### config.mk
export PLATFORM = sky130hd
export DESIGN_NAME = bytewise_alu
export DESIGN_NICKNAME = d
export VERILOG_FILES = /design/src/rtl/bwalu_pkg.sv /design/src/rtl/bwalu_lane.sv /design/src/rtl/bwalu_decode.sv /design/src/rtl/bytewise_alu.sv
export SDC_FILE = /design/constraint.sdc
export NUM_CORES = 1
export LEC_CHECK = 0
export ABC_AREA = 0
export ABC_CLOCK_PERIOD_IN_PS = 1400
export BUFFER_PORTS_ARGS = -buffer_cell sky130_fd_sc_hd__buf_4
export CAP_MARGIN = 20
export CORE_MARGIN = 2
export CORE_UTILIZATION = 30
export DETAILED_ROUTE_END_ITERATION = 12
export SKIP_LAST_GASP = 1
export SYNTH_ARGS = -nofsm -noshare
export SYNTH_HDL_FRONTEND = slang
export SYNTH_SLANG_ARGS = --single-unit
### constraint.sdc
create_clock -name clk -period 1.4 [get_ports clk]
set_input_delay 0.14 -clock clk [delete_from_list [all_inputs] [get_ports clk]]
set_output_delay 0.14 -clock clk [all_outputs]
set_load 0.05 [all_outputs]
### src/rtl/bwalu_pkg.sv
package bwalu_pkg;

    typedef enum logic [2:0] {
        OP_ADD  = 3'd0,
        OP_SUB  = 3'd1,
        OP_GT   = 3'd2,
        OP_LT   = 3'd3,
        OP_NE   = 3'd4,
        OP_MOVE = 3'd5
    } op_e;

    typedef enum logic [1:0] {
        CL_IDLE,
        CL_ARITH,
        CL_TEST,
        CL_MOVE
    } cmd_cl_e;

    typedef enum logic [1:0] {
        TS_GT,
        TS_LT,
        TS_NE
    } test_e;

endpackage

### src/rtl/bwalu_lane.sv
module bwalu_lane #(
    parameter int LW = 8
) (
    input  logic [LW-1:0] a,
    input  logic [LW-1:0] b,
    input  logic          sub,
    output logic [LW-1:0] sum,
    output logic          cout,
    output logic          zero
);
    logic [LW-1:0] b_eff;

    // One adder serves add, subtract and every comparison.
    assign b_eff = sub ? ~b : b;
    assign {cout, sum} = {1'b0, a} + {1'b0, b_eff} + {{LW{1'b0}}, sub};
    assign zero = (sum == {LW{1'b0}});

endmodule

### src/rtl/bwalu_decode.sv
module bwalu_decode
    import bwalu_pkg::*;
(
    input  logic       exec,
    input  logic [2:0] op,
    output cmd_cl_e    cls,
    output logic       sub_sel,
    output test_e      tsel
);
    always_comb begin
        cls     = CL_IDLE;
        sub_sel = 1'b0;
        tsel    = TS_NE;
        if (exec) begin
            unique case (op)
                OP_ADD: begin
                    cls = CL_ARITH;
                end
                OP_SUB: begin
                    cls     = CL_ARITH;
                    sub_sel = 1'b1;
                end
                OP_GT: begin
                    cls     = CL_TEST;
                    sub_sel = 1'b1;
                    tsel    = TS_GT;
                end
                OP_LT: begin
                    cls     = CL_TEST;
                    sub_sel = 1'b1;
                    tsel    = TS_LT;
                end
                OP_NE: begin
                    cls     = CL_TEST;
                    sub_sel = 1'b1;
                    tsel    = TS_NE;
                end
                OP_MOVE: begin
                    cls = CL_MOVE;
                end
                default: begin
                    cls = CL_IDLE;
                end
            endcase
        end
    end

endmodule

### src/rtl/bytewise_alu.sv
module bytewise_alu
    import bwalu_pkg::*;
#(
    parameter  int LANE_W = 8,
    parameter  int LANES  = 8,
    localparam int DATA_W = LANE_W * LANES
) (
    input  logic              clk,
    input  logic              rst_n,
    input  logic              exec,
    input  logic [2:0]        op_code,
    input  logic [DATA_W-1:0] opnd_a,
    input  logic [DATA_W-1:0] opnd_b,
    output logic [DATA_W-1:0] result,
    output logic [LANES-1:0]  lane_ovf
);
    localparam logic [DATA_W-1:0] LSB_MASK = {LANES{{{(LANE_W-1){1'b0}}, 1'b1}}};

    cmd_cl_e cls;
    logic    sub_sel;
    test_e   tsel;

    logic [DATA_W-1:0] sum_v;
    logic [DATA_W-1:0] mask_v;
    logic [LANES-1:0]  co_v;
    logic [LANES-1:0]  zero_v;
    logic [LANES-1:0]  flag_v;

    logic [DATA_W-1:0] result_q, result_d;
    logic [LANES-1:0]  ovf_q, ovf_d;

    bwalu_decode u_dec (
        .exec    (exec),
        .op      (op_code),
        .cls     (cls),
        .sub_sel (sub_sel),
        .tsel    (tsel)
    );

    for (genvar g = 0; g < LANES; g++) begin : g_lane
        logic lt_b, gt_b, ne_b, hit;

        bwalu_lane #(.LW(LANE_W)) u_lane (
            .a    (opnd_a[g*LANE_W +: LANE_W]),
            .b    (opnd_b[g*LANE_W +: LANE_W]),
            .sub  (sub_sel),
            .sum  (sum_v[g*LANE_W +: LANE_W]),
            .cout (co_v[g]),
            .zero (zero_v[g])
        );

        // Comparisons read the difference A-B: no carry out means a borrow.
        assign lt_b = ~co_v[g];
        assign ne_b = ~zero_v[g];
        assign gt_b = co_v[g] & ne_b;

        always_comb begin
            unique case (tsel)
                TS_GT:   hit = gt_b;
                TS_LT:   hit = lt_b;
                default: hit = ne_b;
            endcase
        end

        assign mask_v[g*LANE_W +: LANE_W] = {{(LANE_W-1){1'b0}}, hit};
        assign flag_v[g] = co_v[g] ^ sub_sel;

        // a lane's stored flag after a subtract equals its borrow.
        p_sub_borrow_r4: assert property (@(posedge clk) disable iff (!rst_n)
            (exec && op_code == OP_SUB) |=>
                (ovf_q[g] == ($past(opnd_a[g*LANE_W +: LANE_W]) < $past(opnd_b[g*LANE_W +: LANE_W]))));
    end

    // Next-value process: one branch per command class.
    always_comb begin
        result_d = result_q;
        ovf_d    = ovf_q;
        unique case (cls)
            CL_ARITH: begin
                result_d = sum_v;
                ovf_d    = flag_v;
            end
            CL_TEST: begin
                result_d = mask_v;
            end
            CL_MOVE: begin
                result_d = {{(DATA_W-LANES){1'b0}}, ovf_q};
            end
            default: begin
                result_d = result_q;
            end
        endcase
    end

    // State register process.
    always_ff @(posedge clk or negedge rst_n) begin
        if (!rst_n) begin
            result_q <= '0;
            ovf_q    <= '0;
        end else begin
            result_q <= result_d;
            ovf_q    <= ovf_d;
        end
    end

    assign result   = result_q;
    assign lane_ovf = ovf_q;

    // flags change only on add or subtract.
    p_ovf_hold_r8: assert property (@(posedge clk) disable iff (!rst_n)
        !(exec && (op_code == OP_ADD || op_code == OP_SUB)) |=> $stable(lane_ovf));

    // no strobe, no change of result.
    p_result_hold_r10: assert property (@(posedge clk) disable iff (!rst_n)
        !exec |=> $stable(result));

    // comparisons leave only the lowest bit of each lane set.
    p_mask_form_r5: assert property (@(posedge clk) disable iff (!rst_n)
        (exec && (op_code == OP_GT || op_code == OP_LT || op_code == OP_NE))
            |=> ((result & ~LSB_MASK) == '0));

    // a move returns the flags held before it.
    p_move_value_r9: assert property (@(posedge clk) disable iff (!rst_n)
        (exec && op_code == OP_MOVE) |=>
            (result[DATA_W-1:LANES] == '0 && result[LANES-1:0] == $past(lane_ovf)));

endmodule

Word level (Yosys, flattened, before mapping). Index checks and enable logic that the tools add are counted.

Logic and storage cells: 104. Input bits: 134. Output and inout bits: 72. Bits in registers: 72.

Bitwise operators: 40. Muxes and demuxes: 23. $add $sub $neg: 16. Eq/ne operators: 9. Reductions and logical operators: 14.

Operators by type and width (number): $pmux W64 S3 (1); $add A8 B8 Y9 (8); $add A9 B1 Y9 (8); $logic_not A8 Y1 (8); $mux W8 (8); $not A8 Y8 (8); $not A1 Y1 (16); $pmux W1 S2 (8); $and A1 B1 Y1 (8); $xor A1 B1 Y1 (8); $eq A3 B2 Y1 const B (2); $eq A3 B3 Y1 const B (2); $pmux W2 S3 (1); $eq A2 B1 Y1 const B (2); $eq A2 B2 Y1 const B (2); $mux W2 (2); $pmux W2 S2 (1); $reduce_or A4 Y1 (1); $eq A3 B1 Y1 const B (1); $logic_not A3 Y1 (1); $reduce_bool A3 Y1 (1); $reduce_or A3 Y1 (1); $logic_not A2 Y1 (1); $mux W1 (2); $reduce_or A2 Y1 (1).

Longest topological paths before layout. Gate-level depths: netlist of the first run.

Depth after elaboration: 12. Depth in mapped cells: 15. Gate-level depth less buffers: 11.

Hierarchy. A second synthesis of the first run with hierarchy kept.

Cells, all modules: 754. Area, all modules: 6827.8 sq um.

Modules (own cells, without submodules): bytewise_alu (sequential area each 1801.7 sq um, times used 1, area an instance 3250.6 sq um, cells each 290); bwalu_lane (g_lane[1].u_lane ...) (sequential area each 0.0 sq um, times used 4, area an instance 432.9 sq um, cells each 56); bwalu_lane (g_lane[0].u_lane ...) (sequential area each 0.0 sq um, times used 2, area an instance 434.2 sq um, cells each 56); bwalu_lane (g_lane[2].u_lane) (sequential area each 0.0 sq um, times used 1, area an instance 452.9 sq um, cells each 58); bwalu_lane (g_lane[3].u_lane) (sequential area each 0.0 sq um, times used 1, area an instance 437.9 sq um, cells each 57); bwalu_decode (sequential area each 0.0 sq um, times used 1, area an instance 86.3 sq um, cells each 13).

Worst setup path after synthesis of the first run. OpenSTA, ideal clock, no wires.

Path type: input to register. From: in op_code[2]. To: reg result_q[24], in the netlist result[24]. Buffers on the path: 4. Slack: -1.738 ns. Setup time: 0.140 ns. Cell stages on the path: 14. Required time: 1.260 ns. Arrival: 2.997 ns. Cell sequence: buf_6 or3_4 nand3_1 buf_2 buf_4 buf_4 xnor2_1 ha_1 a21o_1 a21oi_2 nor3b_1 or4_1 a311oi_1 a31oi_1.

Word-level cells in the longest chain between the ends: 12. Elaborated cells on any way between the ends: 30. Classes of those cells: add/sub (2); eq/ne (9); mux (9); bitwise (3); reduce/logical (7).

RTL lines: start, declared (RTL line bytewise_alu.sv:11) `input logic [2:0] op_code,`; $eq A3 B1 Y1, or another cell as far along (RTL line bwalu_decode.sv:15) `unique case (op)`; $reduce_or A4 Y1 (no source line); $mux W1 (RTL line bwalu_decode.sv:15); $mux W1 (RTL line bwalu_decode.sv:14) `if (exec) begin`; $mux W8 (RTL line bwalu_lane.sv:14) `assign b_eff = sub ? ~b : b;`; $add A8 B8 Y9 (RTL line bwalu_lane.sv:15) `assign {cout, sum} = {1'b0, a} + {1'b0, b_eff} + {{LW{1'b0}}, sub};`; $add A9 B1 Y9 (RTL line bwalu_lane.sv:15); $logic_not A8 Y1 (RTL line bwalu_lane.sv:16) `assign zero = (sum == {LW{1'b0}});`; $not A1 Y1 (RTL line bytewise_alu.sv:54) `assign ne_b = ~zero_v[g];`; $and A1 B1 Y1 (RTL line bytewise_alu.sv:55) `assign gt_b = co_v[g] & ne_b;`; $pmux W1 S2 (RTL line bytewise_alu.sv:58) `unique case (tsel)`; $pmux W64 S3 (RTL line bytewise_alu.sv:78) `unique case (cls)`; end signal, assigned (RTL line bytewise_alu.sv:101) `result_q <= result_d;`; end, declared (RTL line bytewise_alu.sv:29) `logic [DATA_W-1:0] result_q, result_d;`.

Parallel ways exist; a longest one is shown, timed or not. A chain may end at the register's enable or synchronous reset.

Worst setup path in the final report of the first run.
From: in op_code[2]. To: reg result_q[16], in the netlist result[16].

The elaborated chain is that of the path after synthesis.

==> metrics, run 1 <==
status finished with violations; failing checks setup timing; Synth Area in Adders 0.128; clk buf depth 2; initial antenna violation count 1; Inst Count DP 1451; post-layout min period 2.61 ns; met3 Use GR 0.0333; Yosys cell types 81; mux cell area share after synthesis 0.0116; share of cells above drive strength 1 0.583; fmax 0.383 GHz; RD Place Congestion 0.847; GRT Util Overall 0.209; # nets final 1446; largest net degree at the start of global routing 34; GRT overflow 0; Top FF cell, synth dfrtp_1; P_leak 6.00 nW; Die H 156 um; Synth Area per Inst 8.91 um2; RR Endpoint result[24]$_DFFE_PN0P_; CTS H-tree depth 3; FP Rows 55; met2 usage 0.355; dpl hpwl 19.6 mm; CP Capture Point result[16]$_DFFE_PN0P_; WL/cell 17.7 um; CTS tree done; CTS sink count 72; Num CTS Buffers 9; largest family of logic cells by synthesized area compound AO/OA/AOI/OAI gates; # IOs 206; Async S/R FF share, synth 1.00; CP startpoint kind input pin; Max-cap violations 0; CTS clk-pin slew, worst paths 0.06 ns; Via density 5.09; root buffer cell clkbuf_16; Die Width 156 um; first-pass GRT wire length 39.9 mm; Final Util 0.570; Setup crit start op_code[2]; setup TNS -58.97 ns; crit path max fanout 7; Required @ worst endpoint 1.63 ns; die area 24300 um2; Crit Path Class in -> reg; DRC 0; Post-Layout Cell Count 1537; ANT nets after route 0; FF-to-FF setup slack 0 ns; vias in the first global route 7823; Hold WC Path Type in -> async; number of flops mapped to enable cells by yosys 0; Synth Register Bits 72; CP Capture Type register; R2R depth 4; Synth Area in Compound Gates 0.261; Skew-Pair Late Insertion Delay 0.35 ns; synth top area cells dfrtp_1, ha_1, xnor2_1; count of final setup violators 72; Synth Instances 776; Buffers on Ports 205; Post-Route Skew 0.00504 ns; synthesis warning total 0; Final Hold Fails 0; post-synthesis net count 976; Synth top cells by count xnor2_1, dfrtp_1, nand2_1, o21ai_0, ha_1; reg2reg start result[24]$_DFFE_PN0P_; RSZ-0062 raised after global routing true; wirelength, routed 27.2 mm; Synth top area share 0.261; VDD IR max 0.564 mV; worst rel slew slack 0.715; count leader, synth xnor2_1; CORE AREA 22600 um2; cell taking the most area after synthesis dfrtp_1; sequential-to-total area share from yosys stat 0.261; area share of and/or/nand/nor cells after synthesis 0.171; final slew viol count 0; iteration-0 DRC count of the detailed router 233; busiest grt layer met2; met1 Usage GRT 0.269; Pwr per Cell Area 1070 nW/um2; post-route clock period utilization 1.87; fraction of synthesized cell area in xor and xnor cells 0.129; first drt pass iteration count 4; Setup WS pre-CTS -1.77 ns; Worst Max-Slew Pin Slew 0.424 ns; starting density of the core 0.305; Layout area overhead 86.5%; fin worst setup slack -1.21 ns; DR vias 7821; Post-Syn Area 6910 um2; WP data arrival 2.84 ns
where the power goes:
group          switching [mW]  internal, mW  leakage [nW]
clock network           0.969          1.20         0.126
logic                    4.58          4.27          4.93
registers               0.314          2.44         0.944
total                    5.87          7.91          6.00
final cells by class:
type,count,area [um2]
well taps,285,357
flip-flops and latches,72,1800
clock inverters,5,33.8
inverters,26,97.6
multi-input cells,643,6300
diodes,1,2.50
fillers,1932,9740
clock buffers,11,233
repair buffers,494,4070
how the worst min path moves through the flow:
stage	depth (start not counted)	end
floorplan	0	lane_ovf[0]$_DFFE_PN0N_
global placement	1	result[62]$_DFFE_PN0P_
detailed placement	1	result[62]$_DFFE_PN0P_
CTS	3	result[41]$_DFFE_PN0P_
global route	3	result[17]$_DFFE_PN0P_
finish	2	result[62]$_DFFE_PN0P_
layer usage:
metal | share of wire | wire, um
met5 | 0 | 0
met3 | 0.044 | 1200
met1 | 0.43 | 11700
met4 | 0.023 | 638
met2 | 0.50 | 13700
cells by family (layout without fill, tap and decap cells):
family,count (synthesis),count (layout)
AO/OA/AOI/OAI,252,252
buffers and inverters,61,536
other,0,1
XOR/XNOR,102,102
multiplexers,8,8
flip-flops,72,72
AND/OR/NAND/NOR,215,215
adder cells (fa/ha/maj),66,66
per-stage QoR:
| step | power (mW) | hold slack [ns] | area [um2] |
|---|---|---|---|
| 2_1_floorplan | 6.81 | -0.156 | 7120 |
| 3_5_place_dp | 9.86 | 0.0680 | 10600 |
| 3_3_place_gp | 9.78 | 0.0667 | 10600 |
| 5_1_grt | 14.5 | 0.246 | 12900 |
| 4_1_cts | 12.8 | 0.232 | 11800 |
| 6_report | 13.8 | 0.232 | 12900 |
cells in the final DEF (no fill, tap or decap), types with 6 or more instances in the layout:
master,count
nor3b_1,6
clkbuf_16,10
nor2b_1,6
buf_12,14
nand2b_1,8
a211oi_2,6
a21oi_1,16
a21oi_4,9
o21a_1,8
nand2_2,8
buf_4,443
xnor2_4,8
nand4_1,8
nor2_1,32
o21ai_2,12
dfrtp_1,72
a21o_1,11
a21oi_2,19
nand2_1,57
ha_4,12
a22o_1,18
ha_1,40
xor2_1,21
inv_1,21
and3_1,6
o21ai_1,30
nand3_1,11
o21ai_0,17
fa_2,8
ha_2,6
a22oi_1,12
mux2i_1,7
buf_6,29
xnor2_2,25
xnor2_1,45
critical path: stages:
cell,delay [ns]
buf_8,0.09
or3_4,0.39
nand3_4,0.11
buf_4,0.15
clkbuf_16,0.15
xnor2_1,0.12
ha_2,0.34
a21o_1,0.21
a21oi_2,0.14
xor2_1,0.20
or3b_1,0.41
o41ai_2,0.25
o21ai_1,0.12
sequential cells by signal, summed over array words and instances (netlist names):
signal,flops
result,64
lane_ovf,8
timing repair:
item | CTS | global route
endpoints found under the hold margin | 21 | 0
gates resized for setup | 129 | 169
hold buffers | 1 | 0
pin swaps | 73 | 110
endpoints found under the setup margin | 72 | 72
setup buffers | 43 | 30
cloned | 2 | 1
(Power assumes the default switching activity.)
==> run 2: changes to the inputs <==
--- a/config.mk
+++ b/config.mk
@@ -6,12 +6,13 @@
 export NUM_CORES = 1
 export LEC_CHECK = 0
 export ABC_AREA = 0
-export ABC_CLOCK_PERIOD_IN_PS = 1400
+export ABC_CLOCK_PERIOD_IN_PS = 2500
 export BUFFER_PORTS_ARGS = -buffer_cell sky130_fd_sc_hd__buf_4
 export CAP_MARGIN = 20
 export CORE_MARGIN = 2
 export CORE_UTILIZATION = 30
 export DETAILED_ROUTE_END_ITERATION = 12
+export MAX_ROUTING_LAYER = met4
 export SKIP_LAST_GASP = 1
 export SYNTH_ARGS = -nofsm -noshare
 export SYNTH_HDL_FRONTEND = slang
==> constraint.sdc (replaced) <==
create_clock -name clk -period 2.5 [get_ports clk]
set_input_delay 0.25 -clock clk [delete_from_list [all_inputs] [get_ports clk]]
set_output_delay 0.25 -clock clk [all_outputs]
set_load 0.05 [all_outputs]
==> run 2 against run 1 <==
Against the previous run:
- the run still ends with setup timing left
- first-iteration DRC count increased by 27%
- clock skew about the same
- die area unchanged
- via count decreased by 3.7%
- largest cell class unchanged
==> metrics, run 2 (same netlist as run 1, synthesis figures left out) <==
dpl hpwl 18.7 mm; share of cells above drive strength 1 0.484; Layout area overhead 64.6%; DR vias 7533; CTS tree done; CP Capture Type register; Switch Pwr 2.97 mW; FP Rows 55; count of final setup violators 18; Post-Route Skew 0.00481 ns; CP startpoint kind input pin; Die Width 156 um; # nets final 1384; die area 24300 um2; Die H 156 um; vias in the first global route 7383; Inst Count DP 1410; fin area 11400 um2; ANT nets after route 0; CTS clk-pin slew, worst paths 0.06 ns; most frequent cells in the layout buf_4, dfrtp_1, xnor2_1, nand2_1, ha_1; first drt pass iteration count 5; Via density 5.11; Skew-Pair Late Insertion Delay 0.34 ns; WL/cell 16.6 um; Final Hold Fails 0; clk buf depth 2; Crit Path Class in -> reg; WP data arrival 2.88 ns; failing checks setup timing; fin worst setup slack -0.168 ns; RD Place Congestion 0.875; final slew viol count 0; starting density of the core 0.305; GRT Util Overall 0.203; GRT overflow 0; status finished with violations; fillcell total 2123; post-route clock period utilization 1.07; Post-Layout Cell Count 1475; Hold WC Path Type in -> reg; VDD IR max 0.295 mV; first-pass GRT wire length 37.8 mm; DRC 0; setup TNS -1.38 ns; CORE AREA 22600 um2; footprint of the multi-input gates 5440 um2; Combinational Power Share 0.595; Num CTS Buffers 9; Seq. cell area 1800 um2; Seq pwr share 0.211; Max-cap violations 0; sw frac 0.409; largest net degree at the start of global routing 73; most common cell after layout, fill and taps aside buf_4; P_leak 5.40 nW; CTS sink count 72; Required @ worst endpoint 2.72 ns; clock share of power 0.195; Cell Area, Placed 10100 um2; # IOs 206; crit path max fanout 7; Pwr per Cell Area 639 nW/um2; fmax 0.375 GHz; root buffer cell clkbuf_16; max FFs per register 64; RSZ-0062 raised after global routing true; initial antenna violation count 1; CTS H-tree depth 3; wirelength, routed 24.4 mm; worst rel slew slack 0.593; P_int 4.30 mW; Buffers on Ports 205; iteration-0 DRC count of the detailed router 297; Worst Max-Slew Pin Slew 0.609 ns; post-layout min period 2.67 ns
-- run 2: through the flow --
stage	total power, mW	util	hold WS, ns	setup slack, ns
after floorplan	3.80	-	-0.0456	-0.538
after global placement	5.39	0.447	0.454	-0.741
after detailed placement	5.43	0.447	0.458	-0.841
after CTS	7.09	0.484	0.113	-0.151
after global routing	7.73	0.503	0.368	-0.296
final	7.28	0.503	0.364	-0.168
-- run 2: power groups by stage --
stage	combinational [mW]	clock, mW	sequential [mW]
after floorplan	1.59	0	2.20
after global placement	3.83	0	1.56
after detailed placement	3.87	0	1.55
after CTS	4.09	1.46	1.54
after global routing	4.66	1.51	1.56
final	4.33	1.42	1.53
-- run 2: repair_timing --
action / 4_1_cts / 5_1_grt
setup buffers: 26 / 20
gates resized for setup: 53 / 67
hold buffers: 0 / 1
gates cloned: 1 / 0
pin swaps: 38 / 45
setup endpoints to repair: 45 / 44
hold endpoints to repair: 0 / 33
-- run 2: final timing paths --
path	startpoint	end	slack, ns	cells after the start
worst max-delay path	op_code[2]	result[0]$_DFFE_PN0P_	-0.17	16
worst min-delay path	opnd_a[8]	result[8]$_DFFE_PN0P_	0.36	4
worst max register to register	result[24]$_DFFE_PN0P_	result[24]$_DFFE_PN0P_	1.18	4
worst min register to register	result[2]$_DFFE_PN0P_	result[2]$_DFFE_PN0P_	0.46	2
max in group asynchronous	rst_n	result[28]$_DFFE_PN0P_	1.50	3
min in group asynchronous	rst_n	result[63]$_DFFE_PN0P_	0.40	2
-- run 2: worst max-delay path, stage by stage --
cell	delay [ns]
buf_6	0.09
or3_4	0.39
nand3_4	0.14
buf_4	0.14
buf_12	0.13
buf_12	0.10
xnor2_1	0.12
ha_1	0.30
buf_4	0.15
nand3b_1	0.12
a21oi_2	0.10
o41ai_4	0.29
buf_4	0.19
nor2_1	0.04
o21a_1	0.18
a2bb2oi_1	0.13
-- run 2: cell type report --
cell class,instances,area share
Clock inverter,3,0.00572
Sequential cell,72,0.158
Multi-Input combinational cell,643,0.478
Timing Repair Buffer,432,0.296
Inverter,26,0.00858
Clock buffer,13,0.0220
Tap cell,285,0.0313
Antenna cell,1,0.000220
-- run 2: layer usage --
layer / wire length [um] / global-route usage
met1: 11100 / 0.262
met2: 11800 / 0.334
met3: 983 / 0.0225
met4: 529 / 0.0647
met5: 0 / -
